$ cat src/rtl/dsdrs_pkg.sv
package dsdrs_pkg;

  // Which capture register an output event reads
  typedef enum logic {
    SEL_A = 1'b0,   // loaded on the input rising strobe
    SEL_B = 1'b1    // loaded on the input falling strobe
  } bufsel_e;

  // Mute-length mode codes
  typedef enum logic [1:0] {
    SPAN_BIT  = 2'd0,
    SPAN_W8   = 2'd1,
    SPAN_W2   = 2'd2,
    SPAN_RSV  = 2'd3
  } span_mode_e;

  // Event late in the input period: A holds the running bit, safe to read.
  // Event early in the period: B is stable until the next fall.
  function automatic bufsel_e choose_buf(input logic in_second_half);
    return in_second_half ? SEL_A : SEL_B;
  endfunction

  function automatic int unsigned span_len(input logic [1:0] mode,
                                           input int unsigned bit_len,
                                           input int unsigned w8_len,
                                           input int unsigned w2_len);
    case (span_mode_e'(mode))
      SPAN_W8: return w8_len;
      SPAN_W2: return w2_len;
      default: return bit_len;
    endcase
  endfunction

  function automatic int unsigned max3(input int unsigned a,
                                       input int unsigned b,
                                       input int unsigned c);
    int unsigned m;
    m = (a > b) ? a : b;
    return (m > c) ? m : c;
  endfunction

endpackage

$ cat src/rtl/dsdrs_capture.sv
module dsdrs_capture (
  input  logic clk,
  input  logic rst_n,
  input  logic din,
  input  logic in_rise,
  input  logic in_fall,
  input  logic sync_in,
  output logic buf_a,
  output logic buf_b,
  output logic second_half,
  output logic sync_rise,
  output logic phase_tick
);

  logic sync_q;
  logic armed;

  assign sync_rise  = sync_in & ~sync_q;
  assign phase_tick = armed & in_fall;

  always_ff @(posedge clk or negedge rst_n) begin
    if (!rst_n) begin
      sync_q      <= 1'b0;
      buf_a       <= 1'b0;
      buf_b       <= 1'b0;
      second_half <= 1'b0;
      armed       <= 1'b0;
    end else begin
      sync_q <= sync_in;
      if (in_rise) buf_a <= din;
      if (in_fall) buf_b <= din;
      if (in_fall)      second_half <= 1'b1;
      else if (in_rise) second_half <= 1'b0;
      if (sync_rise)    armed <= 1'b1;
      else if (in_fall) armed <= 1'b0;
    end
  end


  half_rise_chk: assert property (@(posedge clk) disable iff (!rst_n)
    (in_rise && !in_fall) |=> !second_half);


  half_fall_chk: assert property (@(posedge clk) disable iff (!rst_n)
    in_fall |=> second_half);


  sync_arm_chk: assert property (@(posedge clk) disable iff (!rst_n)
    sync_rise |=> armed);


  tick_once_chk: assert property (@(posedge clk) disable iff (!rst_n)
    (phase_tick && !sync_rise) |=> !armed);

endmodule

$ cat src/rtl/dsdrs_path.sv
module dsdrs_path
  import dsdrs_pkg::*;
#(
  parameter int unsigned BIT_LEN = 4,
  parameter int unsigned W8_LEN  = 34,
  parameter int unsigned W2_LEN  = 18,
  parameter int unsigned CNT_W   = 6
) (
  input  logic       clk,
  input  logic       rst_n,
  input  logic       evt,
  input  logic [1:0] mode,
  input  logic       buf_a,
  input  logic       buf_b,
  input  logic       second_half,
  input  logic       sync_rise,
  input  logic       phase_tick,
  output logic       out_bit,
  output logic       out_valid,
  output logic       out_mute
);

  logic [CNT_W-1:0] span;
  logic [CNT_W-1:0] cnt;
  logic             cnt_zero;
  logic             pending;
  bufsel_e          sel;
  bufsel_e          pick;
  logic             lock_now;
  logic             live_bit;
  logic             mute_now;
  logic             idle;

  assign span     = CNT_W'(span_len(mode, BIT_LEN, W8_LEN, W2_LEN));
  assign cnt_zero = (cnt == '0);
  assign lock_now = evt & (pending | phase_tick);
  assign pick     = lock_now ? choose_buf(second_half) : sel;
  assign live_bit = (pick == SEL_A) ? buf_a : buf_b;
  assign mute_now = sync_rise | ~cnt_zero;

  always_ff @(posedge clk or negedge rst_n) begin
    if (!rst_n) begin
      pending   <= 1'b0;
      sel       <= SEL_A;
      cnt       <= '0;
      idle      <= 1'b0;
      out_bit   <= 1'b0;
      out_valid <= 1'b0;
      out_mute  <= 1'b0;
    end else begin
      if (sync_rise)       pending <= 1'b0;
      else if (lock_now)   pending <= 1'b0;
      else if (phase_tick) pending <= 1'b1;

      if (lock_now) sel <= pick;

      if (sync_rise)              cnt <= span;
      else if (evt && !cnt_zero)  cnt <= cnt - CNT_W'(1);

      if (sync_rise)             idle <= 1'b0;
      else if (evt && mute_now)  idle <= ~idle;

      out_valid <= evt;
      if (evt) begin
        out_bit  <= mute_now ? idle : live_bit;
        out_mute <= mute_now;
      end
    end
  end


  mute_at_evt_chk: assert property (@(posedge clk) disable iff (!rst_n)
    !$stable(out_mute) |-> $past(evt));


  bit_at_evt_chk: assert property (@(posedge clk) disable iff (!rst_n)
    !$stable(out_bit) |-> $past(evt));


  mute_load_chk: assert property (@(posedge clk) disable iff (!rst_n)
    sync_rise |=> !cnt_zero);


  lock_clear_chk: assert property (@(posedge clk) disable iff (!rst_n)
    (lock_now && !sync_rise) |=> !pending);

endmodule

$ cat src/rtl/dsd_resync.sv
module dsd_resync
  import dsdrs_pkg::*;
#(
  parameter int unsigned BIT_MUTE = 4,
  parameter int unsigned W8_MUTE  = 34,
  parameter int unsigned W2_MUTE  = 18
) (
  input  logic       clk,
  input  logic       rst_n,
  input  logic       din,
  input  logic       in_rise,
  input  logic       in_fall,
  input  logic       dsd_evt,
  input  logic       pcm_evt,
  input  logic       sync_in,
  input  logic [1:0] pcm_mode,
  output logic       dsd_bit,
  output logic       dsd_valid,
  output logic       dsd_mute,
  output logic       pcm_bit,
  output logic       pcm_valid,
  output logic       pcm_mute
);

  localparam int unsigned NPATH   = 2;
  localparam int unsigned MAX_LEN = max3(BIT_MUTE, W8_MUTE, W2_MUTE);
  localparam int unsigned CNT_W   = $clog2(MAX_LEN + 1);

  logic buf_a, buf_b, second_half, sync_rise, phase_tick;
  logic [NPATH-1:0] evt_v;
  logic [NPATH-1:0] bit_v, valid_v, mute_v;

  assign evt_v = {pcm_evt, dsd_evt};

  dsdrs_capture u_cap (
    .clk         (clk),
    .rst_n       (rst_n),
    .din         (din),
    .in_rise     (in_rise),
    .in_fall     (in_fall),
    .sync_in     (sync_in),
    .buf_a       (buf_a),
    .buf_b       (buf_b),
    .second_half (second_half),
    .sync_rise   (sync_rise),
    .phase_tick  (phase_tick)
  );

  for (genvar gi = 0; gi < NPATH; gi++) begin : g_path
    logic [1:0] path_mode;
    assign path_mode = (gi == 0) ? 2'(SPAN_BIT) : pcm_mode;

    dsdrs_path #(
      .BIT_LEN (BIT_MUTE),
      .W8_LEN  (W8_MUTE),
      .W2_LEN  (W2_MUTE),
      .CNT_W   (CNT_W)
    ) u_path (
      .clk         (clk),
      .rst_n       (rst_n),
      .evt         (evt_v[gi]),
      .mode        (path_mode),
      .buf_a       (buf_a),
      .buf_b       (buf_b),
      .second_half (second_half),
      .sync_rise   (sync_rise),
      .phase_tick  (phase_tick),
      .out_bit     (bit_v[gi]),
      .out_valid   (valid_v[gi]),
      .out_mute    (mute_v[gi])
    );
  end

  assign dsd_bit   = bit_v[0];
  assign dsd_valid = valid_v[0];
  assign dsd_mute  = mute_v[0];
  assign pcm_bit   = bit_v[1];
  assign pcm_valid = valid_v[1];
  assign pcm_mute  = mute_v[1];

endmodule

$ cat config.mk
export PLATFORM = sky130hd
export DESIGN_NAME = dsd_resync
export DESIGN_NICKNAME = d
export VERILOG_FILES = /design/src/rtl/dsdrs_pkg.sv /design/src/rtl/dsdrs_capture.sv /design/src/rtl/dsdrs_path.sv /design/src/rtl/dsd_resync.sv
export SDC_FILE = /design/constraint.sdc
export NUM_CORES = 1
export LEC_CHECK = 0
export BUFFER_PORTS_ARGS = -buffer_cell sky130_fd_sc_hd__buf_4
export CAP_MARGIN = 20
export CORE_MARGIN = 1.5
export CORE_UTILIZATION = 31
export CTS_CLUSTER_SIZE = 14
export DETAILED_ROUTE_END_ITERATION = 7
export GPL_ROUTABILITY_DRIVEN = 0
export PLACE_DENSITY = 0.54
export SLEW_MARGIN = 20
export SYNTH_ARGS = -nofsm -noshare
export SYNTH_HDL_FRONTEND = slang
export SYNTH_SLANG_ARGS = --single-unit
$ cat constraint.sdc
create_clock -name clk -period 4.6 [get_ports clk]
set_clock_uncertainty 0.15 [all_clocks]
set_input_delay 0.69 -clock clk [delete_from_list [all_inputs] [get_ports clk]]
set_output_delay 0.69 -clock clk [all_outputs]
set_load 0.005 [all_outputs]
==> results.md <==
* Area contributors post-synth: dfrtp_1 54%, ha_1 5.6%, nor2_1 3.9%
* CP Class: flop to flop
* Initial DRC Count at 18
* Crit path max-delay family: simple AND/OR/NAND/NOR gates
* DRC at 0
* Worst setup EP type: flop
* Crit path DAT at approximately 1.9 ns
* Synth Warn # at 0
* Fin. max-slew vios at 0
* Most frequent cells in the layout: 29 x dfrtp_1, 15 x buf_4, 14 x nor2_1
* #FFs+latches synth at 29
* Post-Syn Area at 0.00135 mm²
* Top cell type by total area after synthesis: dfrtp_1
* Clk_lat worst skew at 0.28 ns
* Post-DR vias/cell at 4.89
* Total power at 840 µW
* Post-synth net total at 141
* Synth async-reset ratio at 1.00
* Hold Vio Cnt, Final at 0
* Dpl hpwl at around 1700 µm
* First-pass GRT wire length at roughly 4300 µm
* Antenna Nets Post-Route at 0
* Slew HR at 0.466
* Die Span X at 68.9 µm
* Worst path bufs/invs at 1
* Final Cell Area at 0.00160 mm²
* Final worst path period share at 0.411
* Syn Inst Count at 125
* CTS H-tree depth at 2
* CP Data Required Time at 4.65 ns
* Layout cells sized above 1 at 0.207
* Setup bufs post-CTS at 0
* Clock tree buffer depth at 2
* Largest net degree at the start of global routing at 30
* GRT Total Usage at 0.125
* PnR worst setup slack at around 2.7 ns
* Clock tree sinks at 29
* Min-Delay Path Class: input pin to async pin
* Ant diodes at 0
* Clock transition at path regs at 0.06 ns
* Unrepaired setup endpoints after global routing: no
* Fill cells at 438
* Gr ovfl total at 0
* Port bufs at 15
* Layout area overhead at 18.9%
* Via count at 954
* Worst-path cell chain: inv_1, ha_1, a21oi_4, nand2_1, or4_1, a21oi_1
* Die height at 68.9 µm
* Crit Path Max Fanout at 7
* Routed WL per cell at 12.3 µm
* Placement Setup Slack at 2.44 ns
* Via count of the first global-routing pass at 941
* Avg Inst Size Synth at 10.8 µm²
* Worst VDD drop at 0.243 mV
* Initial Utilization at 0.329
* Initial antenna violation count at 0
* I/O pin total at 16
* # rows at 23
* Yosys top cell area share at 0.540
* MaxCap Viol Count at 0
* Clock root buffer: clkbuf_8
* CTS tree: done
* Final WL at 2390 µm
* Leading cell type in the layout, fill and taps excluded: dfrtp_1
* Fmax at 0.529 GHz
* Count of cell types in the netlist at 35
* CP max stage cell: or4_1
* Leakage Power at 0.724 nW
* EDFF count, synth at 0
* Ys flop type: dfrtp_1
* Die area at 0.00474 mm²
* Startpoint Class: flop
* Dpl cell area at 0.00151 mm²
* Final min period at between 1.5 and 2 ns
* Setup Viol. Count Final at 0
* Slowest stage delay, CP at 0.42 ns
* Post-cts resize count at 0
* Pre-antenna DRT Iters at 4
* Nets at 161
* Post-synthesis sequential area ratio at 0.540
* Setup_tns at 0 ns
* Status: complete, no violations
* Inserted Clock Buffers at 5
* Hold buffers post-CTS at 0
* PD cells at 525 mW/mm²
* Core ar. at 0.00409 mm²
* Worst-Margin Slew at approximately 0.8 ns
## cell type report
| type | instances | area (µm²) | share of cell area |
|---|---|---|---|
| clock buffer | 7 | 86.3 | 0.0540 |
| inverter | 11 | 41.3 | 0.0258 |
| multi-input combinational | 83 | 571 | 0.357 |
| sequential | 29 | 726 | 0.454 |
| tap | 50 | 62.6 | 0.0391 |
| timing repair buffer | 15 | 113 | 0.0704 |
## per-stage QoR
stage	utilization	hold slack (ns)	cells
after CTS	0.391	0.183	195
after floorplan	-	0.244	125
after detailed placement	0.370	0.332	188
after global routing	0.391	0.200	195
after global placement	0.370	0.316	188
final	0.391	0.172	195
## flip-flops by register name, summed over array words and instances (netlist names)
signal,count
u_cap.armed,1
g_path.u_path.cnt,12
u_cap.buf_b,1
u_cap.sync_q,1
u_cap.buf_a,1
g_path.u_path.out_valid,2
g_path.u_path.pending,2
g_path.u_path.sel,2
u_cap.second_half,1
g_path.u_path.idle,2
g_path.u_path.out_bit,2
g_path.u_path.out_mute,2
## final timing paths
path,start,end,slack [ns],depth (start not counted)
max reg2reg,g_path[0].u_path.cnt[0]$_DFFE_PN0P_,g_path[0].u_path.cnt[5]$_DFFE_PN0P_,2.71,6
min reg2reg,g_path[1].u_path.out_mute$_DFFE_PN0P_,g_path[1].u_path.out_mute$_DFFE_PN0P_,0.34,1
min in group clk,g_path[1].u_path.out_mute$_DFFE_PN0P_,g_path[1].u_path.out_mute$_DFFE_PN0P_,0.34,1
min,rst_n,u_cap.buf_a$_DFFE_PN0P_,0.17,1
max,g_path[0].u_path.cnt[0]$_DFFE_PN0P_,g_path[0].u_path.cnt[5]$_DFFE_PN0P_,2.71,6
max in group asynchronous,rst_n,g_path[1].u_path.cnt[2]$_DFFE_PN0P_,3.85,1
## power breakdown
group	internal [mW]	total, mW	switching [mW]
clock network	0.118	0.207	0.0885
registers	0.327	0.386	0.0587
logic	0.124	0.248	0.124
## cells by family after synthesis
group | share of synthesized area
simple gates | 0.145
flops | 0.540
compound gates | 0.139
buf+inv | 0.0363
xor+xnor | 0.0521
fa+ha+maj | 0.0558
mux | 0.0326
## synth_stat cells (2+ instances only)
cell,count
a21o_1,2
a21oi_1,10
and3_1,2
clkbuf_1,2
dfrtp_1,29
ha_1,6
inv_1,9
inv_2,2
mux2_2,2
nand2_1,5
nand2b_1,2
nor2_1,14
nor3_1,4
nor4_1,2
o21ai_1,4
o2bb2ai_1,2
o31ai_1,3
or4_1,2
xnor2_1,5
xor2_1,3
## metal layers
metal  GRT usage  wire (µm)
met5           0          0
met4      0.0711         56
met3      0.0438        101
met1       0.152       1180
met2       0.194       1050
Note: power is estimated with default switching activity, not from simulation.
